==> src/rtl/mode_cmd_pkg.sv <==
`timescale 1ns/1ps
// Shared constants, state encoding and helper functions for the
// mode-switch command sequencer. Assumes an 8-bit command word.
package mode_cmd_pkg;

    localparam int CMD_LEN   = 7;
    localparam int CMD_W     = 8;
    localparam int READ_BITS = 4;
    localparam int BYTE_CW   = $clog2(CMD_LEN);
    localparam int BIT_CW    = $clog2(CMD_W);

    typedef enum logic [3:0] {
        ST_IDLE,
        ST_LATCH,
        ST_RD_LO,
        ST_RD_HI,
        ST_HOLD_LO,
        ST_HOLD_HI,
        ST_BIT_SET,
        ST_BIT_LO,
        ST_BIT_HI,
        ST_RECOV
    } seq_st_t;

    // Command byte at position idx, sent in ascending index order.
    function automatic logic [CMD_W-1:0] cmd_byte(input int idx);
        case (idx)
            0:       return 8'h06;
            1:       return 8'hC1;
            2:       return 8'h08;
            3:       return 8'h00;
            4:       return 8'h02;
            5:       return 8'hFF;
            6:       return 8'h01;
            default: return 8'h00;
        endcase
    endfunction

    // Microseconds to clock cycles, rounded up, never below one.
    function automatic int unsigned us2cyc(input longint unsigned hz,
                                           input longint unsigned us);
        longint unsigned c;
        c = (hz * us + 64'd999_999) / 64'd1_000_000;
        if (c == 0) c = 1;
        return c[31:0];
    endfunction

endpackage

==> src/rtl/mode_cmd_timer.sv <==
`timescale 1ns/1ps
// Down-counting interval timer. A load of D-1 makes the owning
// state last D cycles; zero_o is high in the last cycle of the interval.
// Assumes the loaded value fits in W bits.
module mode_cmd_timer #(
    parameter int W = 8
) (
    input  logic         clk,
    input  logic         rst_n,
    input  logic         load_i,
    input  logic [W-1:0] val_i,
    output logic         zero_o
);

    logic [W-1:0] cnt_q;

    // Count register: load on request, otherwise count down to zero and hold.
    always_ff @(posedge clk) begin
        if (!rst_n)
            cnt_q <= '0;
        else if (load_i)
            cnt_q <= val_i;
        else if (cnt_q != '0)
            cnt_q <= cnt_q - 1'b1;
    end

    assign zero_o = (cnt_q == '0);

endmodule

==> src/rtl/mode_cmd_rom.sv <==
`timescale 1ns/1ps
// Constant command store. Returns one command bit, chosen by byte index
// and bit index, where bit index 0 is the most significant bit.
// Entries past the command length read as zero.
module mode_cmd_rom
    import mode_cmd_pkg::*;
(
    input  logic [BYTE_CW-1:0] byte_idx_i,
    input  logic [BIT_CW-1:0]  bit_idx_i,
    output logic               bit_o
);

    localparam int DEPTH = 1 << BYTE_CW;

    logic [CMD_W-1:0] tbl [DEPTH];
    logic [CMD_W-1:0] word;

    for (genvar g = 0; g < DEPTH; g++) begin : g_tbl
        if (g < CMD_LEN) begin : g_used
            assign tbl[g] = cmd_byte(g);
        end else begin : g_pad
            assign tbl[g] = '0;
        end
    end

    // Byte select, then MSB-first bit select.
    always_comb begin
        word  = tbl[byte_idx_i];
        bit_o = word[BIT_CW'(CMD_W - 1) - bit_idx_i];
    end

endmodule

==> src/rtl/mode_cmd_seq.sv <==
`timescale 1ns/1ps
// Mode-switch command sequencer. On start it pulses the latch, clocks
// four bits in and discards them, and holds the two setup intervals.
// It then shifts the fixed command out on the latch line, MSB first,
// and waits out the tail and recovery intervals before pulsing done.
// Assumes the line multiplexer outside the block gives it the lines
// while busy_o is high. Durations come from CLK_HZ.
module mode_cmd_seq
    import mode_cmd_pkg::*;
#(
    parameter int unsigned CLK_HZ = 50_000_000
) (
    input  logic clk,
    input  logic rst_n,
    input  logic start_i,
    output logic busy_o,
    output logic done_o,
    output logic line_clk_o,
    output logic line_lat_o
);

    localparam int unsigned C_PULSE   = us2cyc(CLK_HZ, 1);
    localparam int unsigned C_LATCH   = us2cyc(CLK_HZ, 5);
    localparam int unsigned C_HOLD_LO = us2cyc(CLK_HZ, 7212);
    localparam int unsigned C_HOLD_HI = us2cyc(CLK_HZ, 2260);
    localparam int unsigned C_BIT     = us2cyc(CLK_HZ, 22);
    localparam int unsigned C_BYTE    = us2cyc(CLK_HZ, 96);
    localparam int unsigned C_TAIL    = us2cyc(CLK_HZ, 892);
    localparam int unsigned C_RECOV   = us2cyc(CLK_HZ, 60000);
    localparam int unsigned G_BIT     = (C_BIT  > 2*C_PULSE) ? C_BIT  - 2*C_PULSE : 1;
    localparam int unsigned G_BYTE    = (C_BYTE > 2*C_PULSE) ? C_BYTE - 2*C_PULSE : 1;
    localparam int          TW        = $clog2(C_RECOV + C_HOLD_LO + 2);

    seq_st_t              st_q, st_n;
    logic [BIT_CW-1:0]    bit_q, bit_n;
    logic [BYTE_CW-1:0]   byte_q, byte_n;
    logic                 done_q, done_n;
    logic                 ld;
    logic [TW-1:0]        ld_val;
    logic                 t_zero;
    logic                 cmd_bit;
    logic                 last_bit, last_byte;

    mode_cmd_timer #(.W(TW)) u_timer (
        .clk    (clk),
        .rst_n  (rst_n),
        .load_i (ld),
        .val_i  (ld_val),
        .zero_o (t_zero)
    );

    mode_cmd_rom u_rom (
        .byte_idx_i (byte_q),
        .bit_idx_i  (bit_q),
        .bit_o      (cmd_bit)
    );

    assign last_bit  = (bit_q  == BIT_CW'(CMD_W - 1));
    assign last_byte = (byte_q == BYTE_CW'(CMD_LEN - 1));

    // Next-state, counter and timer-load decisions.
    always_comb begin
        st_n   = st_q;
        bit_n  = bit_q;
        byte_n = byte_q;
        done_n = 1'b0;
        ld     = 1'b0;
        ld_val = '0;
        if (st_q == ST_IDLE) begin
            if (start_i) begin
                st_n   = ST_LATCH;
                bit_n  = '0;
                byte_n = '0;
                ld     = 1'b1;
                ld_val = TW'(C_LATCH - 1);
            end
        end else if (t_zero) begin
            ld = 1'b1;
            case (st_q)
                ST_LATCH: begin
                    st_n   = ST_RD_LO;
                    ld_val = TW'(C_PULSE - 1);
                end
                ST_RD_LO: begin
                    st_n   = ST_RD_HI;
                    ld_val = TW'(C_PULSE - 1);
                end
                ST_RD_HI: begin
                    if (bit_q == BIT_CW'(READ_BITS - 1)) begin
                        st_n   = ST_HOLD_LO;
                        bit_n  = '0;
                        ld_val = TW'(C_HOLD_LO - 1);
                    end else begin
                        st_n   = ST_RD_LO;
                        bit_n  = bit_q + 1'b1;
                        ld_val = TW'(C_PULSE - 1);
                    end
                end
                ST_HOLD_LO: begin
                    st_n   = ST_HOLD_HI;
                    ld_val = TW'(C_HOLD_HI - 1);
                end
                ST_HOLD_HI: begin
                    st_n   = ST_BIT_SET;
                    ld_val = TW'(C_PULSE - 1);
                end
                ST_BIT_SET: begin
                    st_n   = ST_BIT_LO;
                    ld_val = TW'(C_PULSE - 1);
                end
                ST_BIT_LO: begin
                    st_n = ST_BIT_HI;
                    if (last_bit && last_byte) ld_val = TW'(C_TAIL - 1);
                    else if (last_bit)         ld_val = TW'(G_BYTE - 1);
                    else                       ld_val = TW'(G_BIT - 1);
                end
                ST_BIT_HI: begin
                    if (last_bit && last_byte) begin
                        st_n   = ST_RECOV;
                        ld_val = TW'(C_RECOV - 1);
                    end else begin
                        st_n   = ST_BIT_SET;
                        bit_n  = bit_q + 1'b1;
                        if (last_bit) byte_n = byte_q + 1'b1;
                        ld_val = TW'(C_PULSE - 1);
                    end
                end
                ST_RECOV: begin
                    st_n   = ST_IDLE;
                    done_n = 1'b1;
                    ld     = 1'b0;
                end
                default: begin
                    st_n = ST_IDLE;
                    ld   = 1'b0;
                end
            endcase
        end
    end

    // State, counters and done pulse registers.
    always_ff @(posedge clk) begin
        if (!rst_n) begin
            st_q   <= ST_IDLE;
            bit_q  <= '0;
            byte_q <= '0;
            done_q <= 1'b0;
        end else begin
            st_q   <= st_n;
            bit_q  <= bit_n;
            byte_q <= byte_n;
            done_q <= done_n;
        end
    end

    // Line drive decoded from the registered state.
    always_comb begin
        line_clk_o = !(st_q == ST_RD_LO || st_q == ST_BIT_LO);
        line_lat_o = (st_q == ST_LATCH) || (st_q == ST_HOLD_HI) ||
                     (((st_q == ST_BIT_SET) || (st_q == ST_BIT_LO) ||
                       (st_q == ST_BIT_HI)) && cmd_bit);
    end

    assign busy_o = (st_q != ST_IDLE);
    assign done_o = done_q;

endmodule

==> config.mk <==
export PLATFORM = sky130hd
export DESIGN_NAME = mode_cmd_seq
export DESIGN_NICKNAME = d
export VERILOG_FILES = /design/src/rtl/mode_cmd_pkg.sv /design/src/rtl/mode_cmd_timer.sv /design/src/rtl/mode_cmd_rom.sv /design/src/rtl/mode_cmd_seq.sv
export SDC_FILE = /design/constraint.sdc
export NUM_CORES = 1
export LEC_CHECK = 0
export BUFFER_PORTS_ARGS = -buffer_cell sky130_fd_sc_hd__buf_2
export CORE_MARGIN = 2
export CORE_UTILIZATION = 50
export DETAILED_ROUTE_END_ITERATION = 16
export PLACE_DENSITY_LB_ADDON = 0.12
export SLEW_MARGIN = 20
export SYNTH_ARGS = -nofsm -noshare
export SYNTH_HDL_FRONTEND = slang
export SYNTH_SLANG_ARGS = --single-unit
==> constraint.sdc <==
create_clock -name clk -period 3.7 [get_ports clk]
set_input_delay 0.37 -clock clk [delete_from_list [all_inputs] [get_ports clk]]
set_output_delay 0.37 -clock clk [all_outputs]
set_load 0.01 [all_outputs]
After elaboration in Yosys (flattened, before gate mapping)
Memories as Yosys holds them, arrays and structs flattened.
Index checks and enable logic that the tools add are counted.
{"block": "word_totals", "register_bits": 33, "romBits": 64, "inputBits": 3, "out_inout_bits": 4, "word_cells": 89, "n_memories": 1}
{"block": "op_classes", "n_addsub": 4, "n_lt_le_gt_ge": 2, "eq_ne": 15, "n_mux": 36, "bitwise": 3, "n_reduce_logical": 23}
{"memory": "(no name shown)", "words": 8, "width": 8, "read_ports": 1, "rd_clocked_by_memory_dff": 0, "write_ports": 0, "line_no": "mode_cmd_rom.sv:28", "source": "word = tbl[byte_idx_i];"}
{"operator": "22-bit 2-to-1 mux", "count": 5}
{"operator": "22-bit case mux with 5 select lines", "count": 1}
{"operator": "3-bit 2-to-1 mux", "count": 11}
{"operator": "4-bit case mux with 8 select lines", "count": 1}
{"operator": "8-bit 2-to-1 mux", "count": 3}
{"operator": "22-bit zero test", "count": 1}
{"operator": "22-bit nonzero test", "count": 1}
{"operator": "22-bit by 1-bit subtractor with 22-bit output (second input constant)", "count": 1}
{"operator": "19-bit 2-to-1 mux", "count": 1}
{"operator": "4-bit by 3-bit == test with 1-bit output (second input constant)", "count": 4}
{"operator": "16-bit 2-to-1 mux", "count": 1}
{"operator": "4-bit 2-to-1 mux", "count": 4}
{"operator": "13-bit 2-to-1 mux", "count": 1}
{"operator": "4-bit by 2-bit == test with 1-bit output (second input constant)", "count": 2}
{"operator": "4-bit == test (second input constant)", "count": 2}
{"operator": "2-bit nonzero test", "count": 4}
{"operator": "8-bit OR reduction", "count": 1}
{"operator": "3-bit by 1-bit adder with 3-bit output (second input constant)", "count": 2}
{"operator": "3-bit == test (second input constant)", "count": 2}
{"operator": "1-bit 2-to-1 mux", "count": 6}
{"operator": "3-bit case mux with 2 select lines", "count": 1}
{"operator": "1-bit logical OR", "count": 5}
{"operator": "5-bit AND reduction", "count": 1}
{"operator": "4-bit by 1-bit == test with 1-bit output (second input constant)", "count": 1}
{"operator": "18 further kinds", "count": 21}

Longest topological paths before layout
{"block": "logic_depth", "ltp_word": 8, "ltp_mapped": 9, "mapped_depth_nobuf": 7}

Modules after synthesis
Synthesis repeated with hierarchy kept, for this count alone.
{"block": "hier_totals", "hier_cells": 299, "area_unflattened_um2": 2371.0}
{"mod": "mode_cmd_timer", "instances": 1, "cells_each": 147, "area_each_um2": 1285.0, "seq_area_each_um2": 440.4}
{"mod": "mode_cmd_seq", "instances": 1, "cells_each": 136, "area_each_um2": 964.7, "seq_area_each_um2": 220.2}
{"mod": "mode_cmd_rom", "instances": 1, "cells_each": 16, "area_each_um2": 121.4, "seq_area_each_um2": 0.0}

Least setup slack after synthesis
No wires, ideal clock.
{"block": "synth_path", "path_kind": "register -> output", "startpoint": "register st_q[3]", "endpoint": "output port line_lat_o", "t_arrival_ns": 1.691, "required_ns": 3.330, "setup_slack_ns": 1.639, "path_stages_with_launch": 6, "n_path_buf": 1, "cell_sequence": "dfxtp_1 clkbuf_1 nor4b_2 o22ai_1 a211o_1 o21ai_0"}
{"block": "synth_via", "elab_chain_len": 5, "elab_cells_between_ends": 10, "cone_classes": "5 x eq/ne; 5 x reduce/logical"}
{"item": "start: declaration", "line_no": "mode_cmd_seq.sv:34", "source": "seq_st_t st_q, st_n;"}
{"item": "start signal: assignment", "line_no": "mode_cmd_seq.sv:149", "source": "st_q <= st_n;"}
{"item": "4-bit by 3-bit == test with 1-bit output", "line_no": "mode_cmd_seq.sv:160", "source": "(((st_q == ST_BIT_SET) || (st_q == ST_BIT_LO) ||"}
{"item": "1-bit logical OR (2 in a row)", "line_no": "mode_cmd_seq.sv:160"}
{"item": "1-bit logical AND", "line_no": "mode_cmd_seq.sv:161", "source": "(st_q == ST_BIT_HI)) && cmd_bit);"}
{"item": "1-bit logical OR (*)", "line_no": "mode_cmd_seq.sv:159", "source": "line_lat_o = (st_q == ST_LATCH) || (st_q == ST_HOLD_HI) ||"}
{"item": "end: declaration", "line_no": "mode_cmd_seq.sv:19", "source": "output logic line_lat_o"}
Mark *: on every way between the ends. The rest lies on a longest branch, timed or not.

Final worst setup path
{"block": "layout_path", "startpoint": "register u_timer.cnt_q[0]", "endpoint": "register u_timer.cnt_q[8]"}
{"block": "layout_via", "elab_chain_len": 4, "elab_cells_between_ends": 10, "cone_classes": "1 x add/sub; 6 x mux; 3 x reduce/logical"}
{"item": "start: declaration", "line_no": "mode_cmd_timer.sv:15", "source": "logic [W-1:0] cnt_q;"}
{"item": "start signal: assignment", "line_no": "mode_cmd_timer.sv:22", "source": "cnt_q <= val_i;"}
{"item": "start signal: assignment", "line_no": "mode_cmd_timer.sv:24", "source": "cnt_q <= cnt_q - 1'b1;"}
{"item": "branches (longest 4 deep; another with 22-bit by 1-bit subtractor with 22-bit output)"}
Several ways; the timed one is not identified. The select of a mux whose other input is x is not followed.
A chain may end at the register's enable or synchronous reset.

==> results_dict.tcl <==
set metrics [dict create \
    status "finished, final reports clean" \
    clk_pin_slew_ns 0.07 \
    finalMaxSlewViolations 0 \
    initial_core_util_pct 53.10 \
    hold_depth 2 \
    p_per_area_nw_per_um2 953.6 \
    finalNetCount 297 \
    place_ws_ns 0.9979 \
    vias 2198 \
    yosysUniqueCellTypes 61 \
    final_cells 341 \
    required_ns 3.88 \
    hold_slack_ns 0.4443 \
    htree_levels 2 \
    yosysTopAreaCell "dfxtp_1" \
    min_path_type "input port to flip-flop" \
    grt_pass1_vias 1980 \
    post_cts_resized 0 \
    synthFlopType "dfxtp_1" \
    grt_max_degree 27 \
    hold_viol 0 \
    numClockSinks 33 \
    tritoncts "yes" \
    routabilityCongestion 0.8942 \
    rsz0062_at_grt "no" \
    dp_hpwl_mm 4.246 \
    maxCapViolCount 0 \
    io_pins 7 \
    fin_ws_ns 0.9585 \
    avgSynthCellArea_sq_um 8.081 \
    diodes 0 \
    r2r_cells 7 \
    setup_viol 0 \
    total_power_mw 2.359 \
    synth_edf_count 0 \
    post-route-period-util_pct 74.09 \
    synth.area.top_cells "dfxtp_1 28%, a21oi_1 5.1%, xnor2_1 4.5%" \
    r2r_end "u_timer.cnt_q[8]" \
    r2r-start "u_timer.cnt_q[0]" \
    fmax_ghz 0.3648 \
    grt_overflow 0 \
    cp_max_fo 17 \
    yosys_warnings 0 \
    cp-start-kind "flip-flop" \
    syn_area_sq_um 2360 \
    grt_use_total_pct 24.50 \
    place_area_sq_um 2391 \
    dr.first_iter.drc_count 265 \
    min_to "st_q[2]" \
    arrival_ns 2.92 \
    fin_skew_ns 0.005771 \
    fin_crit_ns 2.741 \
    power_leakage_nw 0.8392 \
    viasPerCell 6.446 \
    cp-end-kind "flip-flop" \
    cts_setup_buffers 0 \
    peakVddDrop_mv 0.5060 \
    cts_root_buf "clkbuf_8" \
    ant_nets 0 \
    cts_buffers 5 \
    detail_route.first_pass.iterations 5 \
    setup-tns-final_ns 0 \
    clk_latency_ns 0.28 \
    finish.utilization_pct 55.66 \
    slew_headroom_pct 49.37 \
    ys_ff_latch 33 \
    avgRoutedWirePerCell_um 17.83 \
    syn-instance-count 292 \
    core_sq_um 4444 \
    ys_seq_area_share_pct 28.00 \
    fp.dieArea_sq_um 5285 \
    critPathKind "flip-flop to flip-flop" \
    dp.cells 333 \
    syn_nets 301 \
    yosysTopAreaCellShare_pct 28.00 \
    die_h_um 72.70 \
    antenna_found_initial 0 \
    placement_rows 24 \
    grt_pass1_wl_mm 10.04 \
    area_growth_pct 4.825 \
    wirelength_mm 6.079 \
    drc_errors 0 \
    portBuffers 6 \
    die_w_um 72.70 \
    ff2ff_setup_slack_ns 0.96 \
    hold_start "rst_n" \
    clk_path_buf_depth 2 \
    design_area_sq_um 2474 \
    cts_hold_buffers 0 \
    tightestPinTransition_ns 0.7584 \
    async_flop_share_pct 0 \
    drive_above_1_share_pct 10.73 \
]
placed cells by master, fill, tap and decap left out, types with 5 or more instances in the layout:
master    netlist  final
nand2_1        21     21
o21ai_0        15     15
nand4_1         5      5
nor4_1          5      5
o211ai_1        7      7
buf_2           3      6
nor3_1          8      8
dfxtp_1        33     33
inv_1           6      6
or3_1           7      7
ha_1            6      6
clkbuf_8        0      5
a21oi_1        24     24
nand3_1        17     17
nor2_1         17     17
xnor2_1        12     12
a211oi_1        5      5
a31oi_1         5      5
power breakdown:
group          internal [mW]  total [mW]  leakage, nW  switching, mW
sequential             0.478       0.668        0.270          0.191
combinational          0.570        1.43        0.525          0.859
clock                  0.130       0.262       0.0450          0.131
total                   1.18        2.36        0.839           1.18
layer usage:
layer  track usage [%]  share of wire [%]  vias up
li1                  -                  -     1093
met1             35.03                 48     1021
met2             37.78                 45       80
met3             4.420                6.0        4
met4             6.790               0.71        0
met5                 0                  0        -
kinds of logic (layout without fill, tap and decap cells):
group,after synthesis,after routing,share of synthesized area (%)
simple gates,115,115,29.69
buf+inv,28,25,5.089
compound gates,89,89,25.72
flops,33,33,28.00
mux,7,7,3.128
fa+ha+maj,6,6,3.181
xor+xnor,14,14,5.196
sequential cells by signal, indices dropped and copies added (netlist names):
signal,flops
u_timer.cnt_q,22
st_q,4
bit_q,3
byte_q,3
done_o,1
worst max path at each step:
stage	to	startpoint	cells after the start
6_report	u_timer.cnt_q[8]	u_timer.cnt_q[0]	7
5_1_grt	u_timer.cnt_q[9]	u_timer.cnt_q[0]	7
4_1_cts	u_timer.cnt_q[8]	u_timer.cnt_q[3]	5
3_5_place_dp	u_timer.cnt_q[8]	u_timer.cnt_q[3]	5
3_3_place_gp	u_timer.cnt_q[8]	u_timer.cnt_q[3]	5
2_1_floorplan	line_lat_o	st_q[3]	5
layout make-up:
cell class	instances	area (sq um)
multi-input combinational	231	1579
clock inverter	2	10.01
timing repair buffer	10	60.06
clock buffer	6	72.57
inverter	7	26.28
sequential	33	660.6
fill	434	1971
tap	52	65.06
critical path, stage by stage, from the launching register on:
cell and delay (ns):
dfxtp_1 0.33, inv_1 0.06, ha_1 0.19, nor2b_1 0.37
and4_1 0.51, nand2_1 0.29, o21ai_2 0.63, o21ba_2 0.24
Yosys cell counts (5+ instances only):
master    number
a211oi_1       5
a21oi_1       24
a31oi_1        5
clkbuf_1      15
dfxtp_1       33
ha_1           6
inv_1          6
nand2_1       21
nand3_1       17
nand4_1        5
nor2_1        17
nor3_1         8
nor4_1         5
o211ai_1       7
o21ai_0       15
or3_1          7
xnor2_1       12
Power figures use the tool's default switching activity.
